<file path="config.mk">
export PLATFORM = sky130hd
export DESIGN_NAME = onewire_rom_sel
export DESIGN_NICKNAME = d
export VERILOG_FILES = /design/src/rtl/onewire_rom_pkg.sv /design/src/rtl/onewire_cmd_decode.sv /design/src/rtl/onewire_rom_sel.sv
export SDC_FILE = /design/constraint.sdc
export NUM_CORES = 1
export LEC_CHECK = 0
export CAP_MARGIN = 20
export CORE_UTILIZATION = 40
export DETAILED_ROUTE_END_ITERATION = 6
export DONT_BUFFER_PORTS = 1
export PLACE_DENSITY = 0.62
export RECOVER_POWER = 100
export SLEW_MARGIN = 20
export SYNTH_ARGS = -nofsm -noshare
export SYNTH_HDL_FRONTEND = slang
export SYNTH_SLANG_ARGS = --single-unit
</file>
<file path="constraint.sdc">
create_clock -name clk -period 5.5 [get_ports clk]
set_input_delay 0.825 -clock clk [delete_from_list [all_inputs] [get_ports clk]]
set_output_delay 0.825 -clock clk [all_outputs]
set_load 0.1 [all_outputs]
</file>
<file path="src/rtl/onewire_rom_pkg.sv">
package onewire_rom_pkg;

    localparam int CMD_W = 8;

    localparam logic [CMD_W-1:0] OP_READ   = 8'h33;
    localparam logic [CMD_W-1:0] OP_MATCH  = 8'h55;
    localparam logic [CMD_W-1:0] OP_SKIP   = 8'hCC;
    localparam logic [CMD_W-1:0] OP_SEARCH = 8'hF0;

    typedef enum logic [2:0] {
        RC_READ,
        RC_MATCH,
        RC_SKIP,
        RC_SEARCH,
        RC_NONE
    } rom_cmd_e;

    typedef enum logic [3:0] {
        ST_IDLE,
        ST_CMD,
        ST_READ,
        ST_MATCH,
        ST_S_BIT,
        ST_S_CMP,
        ST_S_DIR,
        ST_SEL
    } rom_state_e;

endpackage

</file>
<file path="src/rtl/onewire_cmd_decode.sv">
module onewire_cmd_decode
    import onewire_rom_pkg::*;
(
    input  logic [CMD_W-1:0] cmd_byte,
    output rom_cmd_e         cmd_kind
);

    always_comb begin
        unique case (cmd_byte)
            OP_READ:   cmd_kind = RC_READ;
            OP_MATCH:  cmd_kind = RC_MATCH;
            OP_SKIP:   cmd_kind = RC_SKIP;
            OP_SEARCH: cmd_kind = RC_SEARCH;
            default:   cmd_kind = RC_NONE;
        endcase
    end

endmodule

</file>
<file path="src/rtl/onewire_rom_sel.sv">
module onewire_rom_sel
    import onewire_rom_pkg::*;
#(
    parameter int ID_W = 64
) (
    input  logic            clk,
    input  logic            rst_n,
    input  logic            bus_reset,
    input  logic            rx_valid,
    input  logic            rx_bit,
    output logic            tx_valid,
    output logic            tx_bit,
    input  logic            tx_done,
    input  logic [ID_W-1:0] rom_code,
    output logic            selected
);

    localparam int IDX_W = $clog2(ID_W);
    localparam logic [IDX_W-1:0] LAST_ID  = IDX_W'(ID_W - 1);
    localparam logic [IDX_W-1:0] LAST_CMD = IDX_W'(CMD_W - 1);

    rom_state_e       state, state_nx;
    logic [IDX_W-1:0] cnt, cnt_nx;
    logic [CMD_W-1:0] cmd_sr, cmd_sr_nx, cmd_shift;
    rom_cmd_e         cmd_kind;
    logic             code_bit;
    logic             id_last;

    assign cmd_shift = {rx_bit, cmd_sr[CMD_W-1:1]};
    assign code_bit  = rom_code[cnt];
    assign id_last   = (cnt == LAST_ID);

    onewire_cmd_decode u_dec (
        .cmd_byte (cmd_shift),
        .cmd_kind (cmd_kind)
    );

    // next-state logic
    always_comb begin
        state_nx  = state;
        cnt_nx    = cnt;
        cmd_sr_nx = cmd_sr;
        if (bus_reset) begin
            state_nx  = ST_CMD;
            cnt_nx    = '0;
            cmd_sr_nx = '0;
        end else begin
            unique case (state)
                ST_IDLE, ST_SEL: ;
                ST_CMD: if (rx_valid) begin
                    cmd_sr_nx = cmd_shift;
                    if (cnt == LAST_CMD) begin
                        cnt_nx = '0;
                        unique case (cmd_kind)
                            RC_READ:   state_nx = ST_READ;
                            RC_MATCH:  state_nx = ST_MATCH;
                            RC_SKIP:   state_nx = ST_SEL;
                            RC_SEARCH: state_nx = ST_S_BIT;
                            default:   state_nx = ST_IDLE;
                        endcase
                    end else begin
                        cnt_nx = cnt + 1'b1;
                    end
                end
                ST_READ: if (tx_done) begin
                    if (id_last) state_nx = ST_SEL;
                    else         cnt_nx   = cnt + 1'b1;
                end
                ST_MATCH: if (rx_valid) begin
                    if (rx_bit != code_bit) state_nx = ST_IDLE;
                    else if (id_last)       state_nx = ST_SEL;
                    else                    cnt_nx   = cnt + 1'b1;
                end
                ST_S_BIT: if (tx_done) state_nx = ST_S_CMP;
                ST_S_CMP: if (tx_done) state_nx = ST_S_DIR;
                ST_S_DIR: if (rx_valid) begin
                    if (rx_bit != code_bit) state_nx = ST_IDLE;
                    else if (id_last)       state_nx = ST_SEL;
                    else begin
                        cnt_nx   = cnt + 1'b1;
                        state_nx = ST_S_BIT;
                    end
                end
                default: state_nx = ST_IDLE;
            endcase
        end
    end

    // state register
    always_ff @(posedge clk or negedge rst_n) begin
        if (!rst_n) begin
            state  <= ST_IDLE;
            cnt    <= '0;
            cmd_sr <= '0;
        end else begin
            state  <= state_nx;
            cnt    <= cnt_nx;
            cmd_sr <= cmd_sr_nx;
        end
    end

    // outputs
    always_comb begin
        tx_valid = 1'b0;
        tx_bit   = 1'b1;
        selected = 1'b0;
        unique case (state)
            ST_READ, ST_S_BIT: begin
                tx_valid = 1'b1;
                tx_bit   = code_bit;
            end
            ST_S_CMP: begin
                tx_valid = 1'b1;
                tx_bit   = ~code_bit;
            end
            ST_SEL:  selected = 1'b1;
            default: ;
        endcase
    end

endmodule

</file>
Yosys cells after proc, flatten, opt, wreduce, memory -nomap -nowiden

Index checks and enable logic that the tools add are counted.

Mux-type cells: 31
Bitwise operators: 1
Add/subtract/negate cells: 1
Magnitude comparators: 1
Reduce and logical (&&, ||, !) cells: 12
Eq/ne operators: 27

Operators with widths:

| operator                                                                     | number |
|---|---|
| 6-bit two-way mux                                                            | 7 |
| 4-bit two-way mux                                                            | 10 |
| 4-bit case mux with 7 select lines                                           | 1 |
| 8-bit two-way mux                                                            | 3 |
| 3-bit != test, second input constant                                         | 8 |
| 3-bit case mux with 4 select lines                                           | 2 |
| 6-bit case mux with 3 select lines                                           | 1 |
| 4-bit by 3-bit == test with 1-bit output, second input constant              | 4 |
| 8-bit == test, second input constant                                         | 2 |
| 4-bit by 2-bit == test with 1-bit output, second input constant              | 2 |
| 8-bit by 6-bit == test with 1-bit output, second input constant              | 1 |
| 8-bit by 7-bit == test with 1-bit output, second input constant              | 1 |
| 8-bit AND reduction                                                          | 1 |
| 6-bit by 7-bit less-than comparator with 1-bit output, second input constant | 1 |
| 6-bit by 1-bit adder with 6-bit output, second input constant                | 1 |
| 1-bit binary-select mux with 6-bit select                                    | 1 |
| 3-bit by 2-bit == test with 1-bit output, second input constant              | 2 |
| 6-bit by 3-bit == test with 1-bit output, second input constant              | 1 |
| 6-bit == test, second input constant                                         | 1 |
| 2-bit OR reduction                                                           | 3 |
| 5-bit AND reduction                                                          | 1 |
| 4-bit by 1-bit == test with 1-bit output, second input constant              | 1 |
| 4-bit logical NOT                                                            | 1 |
| 2-bit nonzero test                                                           | 2 |
| 13 further kinds                                                             | 15 |

Bits in registers: 18
Logic and storage cells: 76
Bits of input ports: 70
Output and inout port bits: 3

Logic depth before layout (Yosys ltp)

Gate-level depths: netlist of the first run.

Depth after elaboration: 8
Depth in mapped cells: 10
Mapped depth without buffers: 9

Cells and area by module

From an unflattened synthesis of the first run, not the netlist that was laid out.

Cell total of the unflattened synthesis: 196
Area total of the unflattened synthesis: 1,966.9 µm²

Modules (own cells, without submodules):

| module             | cells an instance | instances | sequential area each (µm²) | area an instance (µm²) |
|---|---|---|---|---|
| onewire_rom_sel    | 185               | 1         | 425.4                      | 1,846.8 |
| onewire_cmd_decode | 11                | 1         | 0.0                        | 120.1 |

Worst setup path after synthesis of the first run

OpenSTA, ideal clock, no wires.

Path kind: input to output
Start: in rom_code[63]
End: out tx_bit
Stages: 7
Required time: 4.675 ns
Path buffers: 0
Arrival time: 2.864 ns
Setup slack: 1.811 ns
Path through: mux4_2 mux2i_1 o22ai_1 or4_4 o21ai_4 o21ai_1 nand2_1

Cells in the longest elaborated chain, start to end: 4

RTL lines:

| item                                          | RTL line               | text |
|---|---|---|
| start: declaration                            | onewire_rom_sel.sv:14  | `input logic [ID_W-1:0] rom_code,` |
| 1-bit binary-select mux with 6-bit select (*) | onewire_rom_sel.sv:30  | `assign code_bit = rom_code[cnt];` |
| 1-bit two-way mux (not written as such) (*)   | onewire_rom_sel.sv:30  |  |
| 1-bit inverter                                | onewire_rom_sel.sv:114 | `tx_bit = ~code_bit;` |
| 1-bit case mux with 2 select lines (*)        | onewire_rom_sel.sv:107 | `unique case (state)` |
| end: declaration                              | onewire_rom_sel.sv:12  | `output logic tx_bit,` |

Mark *: on every way between the ends. The rest lies on a longest branch, timed or not. The select of a mux whose other input is x is not followed.

Worst setup path in the final report of the first run

Start: reg cnt[0]
End: out tx_bit

Cells in the longest elaborated chain, start to end: 4

RTL lines:

| item                                          | RTL line               | text |
|---|---|---|
| start: declaration                            | onewire_rom_sel.sv:23  | `logic [IDX_W-1:0] cnt, cnt_nx;` |
| start signal: assignment                      | onewire_rom_sel.sv:97  | `cnt <= cnt_nx;` |
| 1-bit binary-select mux with 6-bit select (*) | onewire_rom_sel.sv:30  |  |
| 1-bit two-way mux (not written as such) (*)   | onewire_rom_sel.sv:30  |  |
| 1-bit inverter                                | onewire_rom_sel.sv:114 |  |
| 1-bit case mux with 2 select lines (*)        | onewire_rom_sel.sv:107 |  |

Marks and branches as above.

==> impl_metrics.tcl, run 1 <==
set metrics [dict create \
    fp-row-count 23 \
    grt_setup_unrepaired "false" \
    mappedNetlistArea_um2 1750 \
    fin_skew_ps 3.692 \
    synth_top_flop_cell "dfrtp_1" \
    cts_setup_buffers 0 \
    yosys_register_bits 17 \
    root_buffer "clkbuf_8" \
    vias 1477 \
    reg2reg_to "cnt[2]" \
    ant_nets 0 \
    core_um2 4086 \
    violations "max-capacitance violations, max-slew violations" \
    drv_slew 1 \
    drive_gt1_share_pct 9.845 \
    hpwl_um 3075 \
    numPlacedInstances 239 \
    die_y_um 68.15 \
    status "complete, but fails checks" \
    wl_per_cell_um 16.49 \
    synth_cells 202 \
    path_clk_slew_ps 70 \
    multi_input_area_um2 1212 \
    tns_ps 0 \
    h-tree-depth 1 \
    area_delta_synth_final_pct 1.072 \
    setup.worst_path.start_class "flip-flop" \
    worstMarginPinSlew_ps 1988 \
    r2r_setup_slack_ps 1760 \
    start_util_pct 42.84 \
    cp.required_ps 4680 \
    grt_pass1_vias 1353 \
    gr-usage-all-layers_pct 18.04 \
    numCtsBuffers 3 \
    place.gp.congestion 0.8438 \
    drc 0 \
    avgSynthCellArea_um2 8.665 \
    wl_um 4007 \
    clock_latency_ps 250 \
    ctsResizeCount 0 \
    async_flop_share_pct 100.0 \
    antenna_found_initial 0 \
    worstPathArrival_ps 3670 \
    stdcell_count 243 \
    reg2reg_depth 8 \
    worstSetupEndpoint "tx_bit" \
    grt_pass1_wl_um 6237 \
    hold_viol 0 \
    die-area_um2 4644 \
    startpoint "cnt[0]" \
    cts.sinks 17 \
    grt_overflow 0 \
    max_slew_margin_pct -32.12 \
    cellPowerDensity_nw_per_um2 203.9 \
    synth_cell_types 53 \
    grt_max_degree 24 \
    yosysWarnings 0 \
    min_period_over_period_pct 81.81 \
    p_leak_nw 0.6266 \
    yosysSeqAreaShare_pct 24.30 \
    vias_per_cell 6.078 \
    ir_worst_vdd_mv 0.09115 \
    finalSetupViolCount 0 \
    port_buffers 0 \
    syn-num-nets 273 \
    antenna_cells 0 \
    crit_type "flip-flop to output pin" \
    cp-end-kind "output pin" \
    ios 73 \
    drtIter0Drc 86 \
    min_period_ps 4500 \
    seqCellArea_um2 425.4 \
    nFillCells 410 \
    postCtsHoldBufs 0 \
    synth_edf_count 0 \
    drt-pass1-iter-count 4 \
    path_max_fanout 17 \
    clock_path_buffers 2 \
    chipWidth_um 68.15 \
    fmax_ghz 0.2222 \
    cts_tree "done" \
    drv_cap 1 \
    hp-class "input pin to asynchronous set/reset pin" \
    nets 265 \
    rr_startpoint "cnt[0]" \
]
## state kept, by name (all words and copies together), names as in the netlist
name    count
state       4
cmd_sr      7
cnt         6
## placed cells by master, fill, tap and decap left out, types with 3 or more instances in the layout
cell	synthesis	routed
mux4_2	13	13
clkbuf_8	0	3
o21ai_1	12	3
a21oi_1	10	10
nor3_1	5	5
mux2_1	3	3
nor2b_1	5	5
dfrtp_1	17	17
nand2b_1	7	7
o21ai_0	0	10
inv_1	5	5
nand2_1	32	32
nor2_1	20	20
nand3_1	4	4
o22ai_1	3	3
mux2i_1	9	9
## power breakdown
part | switching, mW | internal, mW | total, mW | leakage [nW]
Clock | 0.0461 | 0.0503 | 0.0964 | 0.0255
Combinational | 0.0395 | 0.0635 | 0.103 | 0.372
Sequential | 0.0304 | 0.131 | 0.161 | 0.229
Total | 0.116 | 0.245 | 0.361 | 0.627
## worst max-delay path, cell delays in order (launching register included)
cell and delay, ps:
dfrtp_1 850, mux4_2 580, mux2i_1 170, o22ai_1 110, or4_2 640, o21ai_0 220, o21ai_0 170, nand2_1 680
## cell families after synthesis
kind of cell               share of synthesized area [%]
muxes                                              23.80
buffers and inverters                              4.575
and+or+nand+nor                                    24.09
xor gates and xnor gates                           1.573
DFF                                                24.30
AOI/OAI and AO/OA                                  20.73
other                                             0.2142
adders and majority gates                         0.7147
## Yosys cell counts (2+ instances only)
cell	instances	area (um^2)
nand2_1	32	120.1
nor2_1	20	75.07
dfrtp_1	17	425.4
mux4_2	13	292.8
o21ai_1	12	60.06
a21oi_1	10	50.05
mux2i_1	9	90.09
clkbuf_1	8	30.03
nand2b_1	7	43.79
inv_1	5	18.77
nor2b_1	5	31.28
nor3_1	5	25.02
buf_2	4	20.02
nand3_1	4	20.02
mux2_1	3	33.78
o22ai_1	3	18.77
a2111oi_0	2	17.52
a22o_1	2	17.52
a31oi_1	2	12.51
and3_1	2	12.51
nor3b_1	2	15.01
o211ai_1	2	15.01
o21a_1	2	15.01
o41ai_1	2	17.52
## layout make-up
type | count | share of cell area [%]
clock buffers | 3 | 2.334
clock inverters | 1 | 0.2829
inverters | 6 | 1.273
multi-input cells | 166 | 68.53
flip-flops and latches | 17 | 24.05
well taps | 50 | 3.536
## stage by stage
stage          hold slack [ps]  area (um^2)  utilization [%]  power, mW  worst slack [ps]
2_1_floorplan            478.6         1750                -     0.2622              1811
3_3_place_gp             512.2         1759            43.05     0.2743              1571
3_5_place_dp             519.4         1759            43.05     0.2750              1542
4_1_cts                  246.8         1805            44.18     0.3745              1253
5_1_grt                  239.8         1769            43.29     0.3857             764.4
6_report                 256.6         1769            43.29     0.3607              1000
## layer usage
metal | track usage (%) | part of all wire, %
met1 | 23.84 | 46
met2 | 30.27 | 49
met3 | 2.833 | 5.2
met4 | 4.948 | 0.55
met5 | 0 | 0
## worst min path at each step
stage                end  slack, ps  depth (start not counted)
2_1_floorplan  cmd_sr[1]        480                          2
4_1_cts         state[0]        250                          0
3_5_place_dp   cmd_sr[2]        520                          2
3_3_place_gp   cmd_sr[2]        510                          2
5_1_grt           cnt[5]        240                          0
6_report        state[0]        260                          0
Note: power is estimated with default switching activity, not from simulation.
==> run 2: changes to the inputs <==
clock period = 4.2 ns   (was 5.5 ns; I/O delays follow)
==> run 2 against run 1 <==
  * The flow still finishes with violations (max-capacitance violations, max-slew violations)
  * Final area grew 0.92%
  * Total power rose by 32%
  * Clock power grew 31%
  * Via count up 0.54%
  * Sequential power up 27%
  * Critical path depth up 1
  * Sequential share of layout area shrank 0.22 points
  * Wire length fell by 0.77%
  * Clock skew rose by 5.1 ps
  * Cell count increased by 0.82%
  * Worst setup slack got worse by 590 ps
  * Non-clock buffer count is 2 higher
==> impl_metrics.tcl, run 2 (synthesized netlist as in run 1, its figures left out) <==
set metrics [dict create \
    status "complete, but fails checks" \
    violations "max-capacitance violations, max-slew violations" \
    numCtsBuffers 3 \
    grt_pass1_vias 1405 \
    multi_input_area_um2 1215 \
    die_y_um 68.15 \
    drv_slew 1 \
    worstPathArrival_ps 3160 \
    grt_max_degree 18 \
    antenna_found_initial 0 \
    port_buffers 0 \
    nets 267 \
    drive_gt1_share_pct 10.26 \
    fin_util_pct 43.69 \
    fin_worst_hold_slack_ps 56.80 \
    fmax_ghz 0.2637 \
    hpwl_um 3037 \
    fin_skew_ps 8.820 \
    max_slew_margin_pct -33.29 \
    seqCellArea_um2 425.4 \
    chipWidth_um 68.15 \
    h-tree-depth 1 \
    cp.required_ps 3570 \
    gr-usage-all-layers_pct 18.66 \
    path_max_fanout 17 \
    start_util_pct 42.84 \
    largest_register_ff_count 7 \
    ios 73 \
    path_clk_slew_ps 70 \
    cts_setup_buffers 0 \
    p_leak_nw 0.6347 \
    fp-row-count 23 \
    drv_cap 1 \
    min_period_over_period_pct 90.28 \
    ctsResizeCount 0 \
    slowest_stage "dfrtp_1" \
    nFillCells 422 \
    drtIter0Drc 110 \
    critical_path.top_delay_family "flip-flops" \
    die-area_um2 4644 \
    clock_path_buffers 2 \
    finalSetupViolCount 0 \
    clock_latency_ps 260 \
    hold_viol 0 \
    worstPathCellList "mux4_2 > mux2i_1 > o22ai_1 > or4_4 > o21ai_0 > o21ai_1 > nand2_1 > clkbuf_4" \
    cts.sinks 17 \
    ant_nets 0 \
    crit_type "flip-flop to output pin" \
    min_period_ps 3792 \
    vias_per_cell 6.061 \
    drc 0 \
    cp-end-kind "output pin" \
    place.gp.congestion 0.8278 \
    worstMarginPinSlew_ps 2006 \
    setup.worst_path.start_class "flip-flop" \
    max_stage_delay_ps 830 \
    postCtsHoldBufs 0 \
    grt_pass1_wl_um 6568 \
    cts_tree "done" \
    top_regs "cmd_sr: 7 flops, cnt: 6 flops, state: 4 flops" \
    hp-class "input pin to asynchronous set/reset pin" \
    tns_ps 0 \
    root_buffer "clkbuf_8" \
    core_um2 4086 \
    grt_overflow 0 \
    regMostFlops "cmd_sr" \
    cp.buffers_inverters 1 \
    ir_worst_vdd_mv 0.1388 \
    area_delta_synth_final_pct 2.001 \
    antenna_cells 0 \
    final_common_cell "nand2_1" \
    final_cell_mix "32 x nand2_1, 20 x nor2_1, 17 x dfrtp_1" \
    vias 1485 \
    drt-pass1-iter-count 4 \
    cellPowerDensity_nw_per_um2 266.0 \
    wl_um 3976 \
    power_uw 475.0 \
    grt_setup_unrepaired "false" \
    wl_per_cell_um 16.23 \
]
==> run 2: changes by cell type in the layout (fill, tap and decap cells not counted) <==
cell	change
clkinv_2	-1
clkbuf_4	+1
buf_4	+1
or4_4	+1
clkbuf_1	+1
or4_2	-1
==> run 2: cell type report <==
cell class / instances / area share [%]
clock buffers: 4 / 2.523
repair buffers: 2 / 0.8409
flip-flops and latches: 17 / 23.83
well taps: 50 / 3.504
multi-input cells: 166 / 68.05
inverters: 6 / 1.261
==> run 2: power breakdown <==
group,internal (mW),total [mW],switching (mW)
Combinational,0.0847,0.144,0.0593
Sequential,0.172,0.205,0.0332
Clock,0.0675,0.126,0.0586
Total,0.324,0.475,0.151
==> run 2: final timing paths <==
path	start	endpoint	slack, ps	cells after the start
worst min register to register	cmd_sr[2]	cmd_sr[2]	530	2
worst min-delay path	rst_n	state[1]	60	0
max in group asynchronous	rst_n	state[3]	4060	0
worst max register to register	cnt[0]	cnt[2]	640	8
worst max-delay path	cnt[0]	tx_bit	410	8
min in group clk	rx_bit	cmd_sr[7]	520	2
==> run 2: per-stage QoR <==
stage | area (um^2) | std cells | setup slack, ps
detailed placement | 1774 | 241 | 774.4
CTS | 1819 | 245 | 485.3
floorplan | 1750 | 202 | 901.0
global route | 1785 | 245 | 162.0
global placement | 1774 | 241 | 792.6
finish | 1785 | 245 | 408.1
==> run 2: layer usage <==
layer | part of all wire [%] | wire length, um | global-route usage [%] | up-vias
li1 | - | - | - | 747
met1 | 46 | 1827 | 26.29 | 691
met2 | 48 | 1900 | 29.66 | 42
met3 | 5.6 | 223 | 3.000 | 5
met4 | 0.63 | 25 | 4.427 | 0
met5 | 0 | 0 | 0 | -
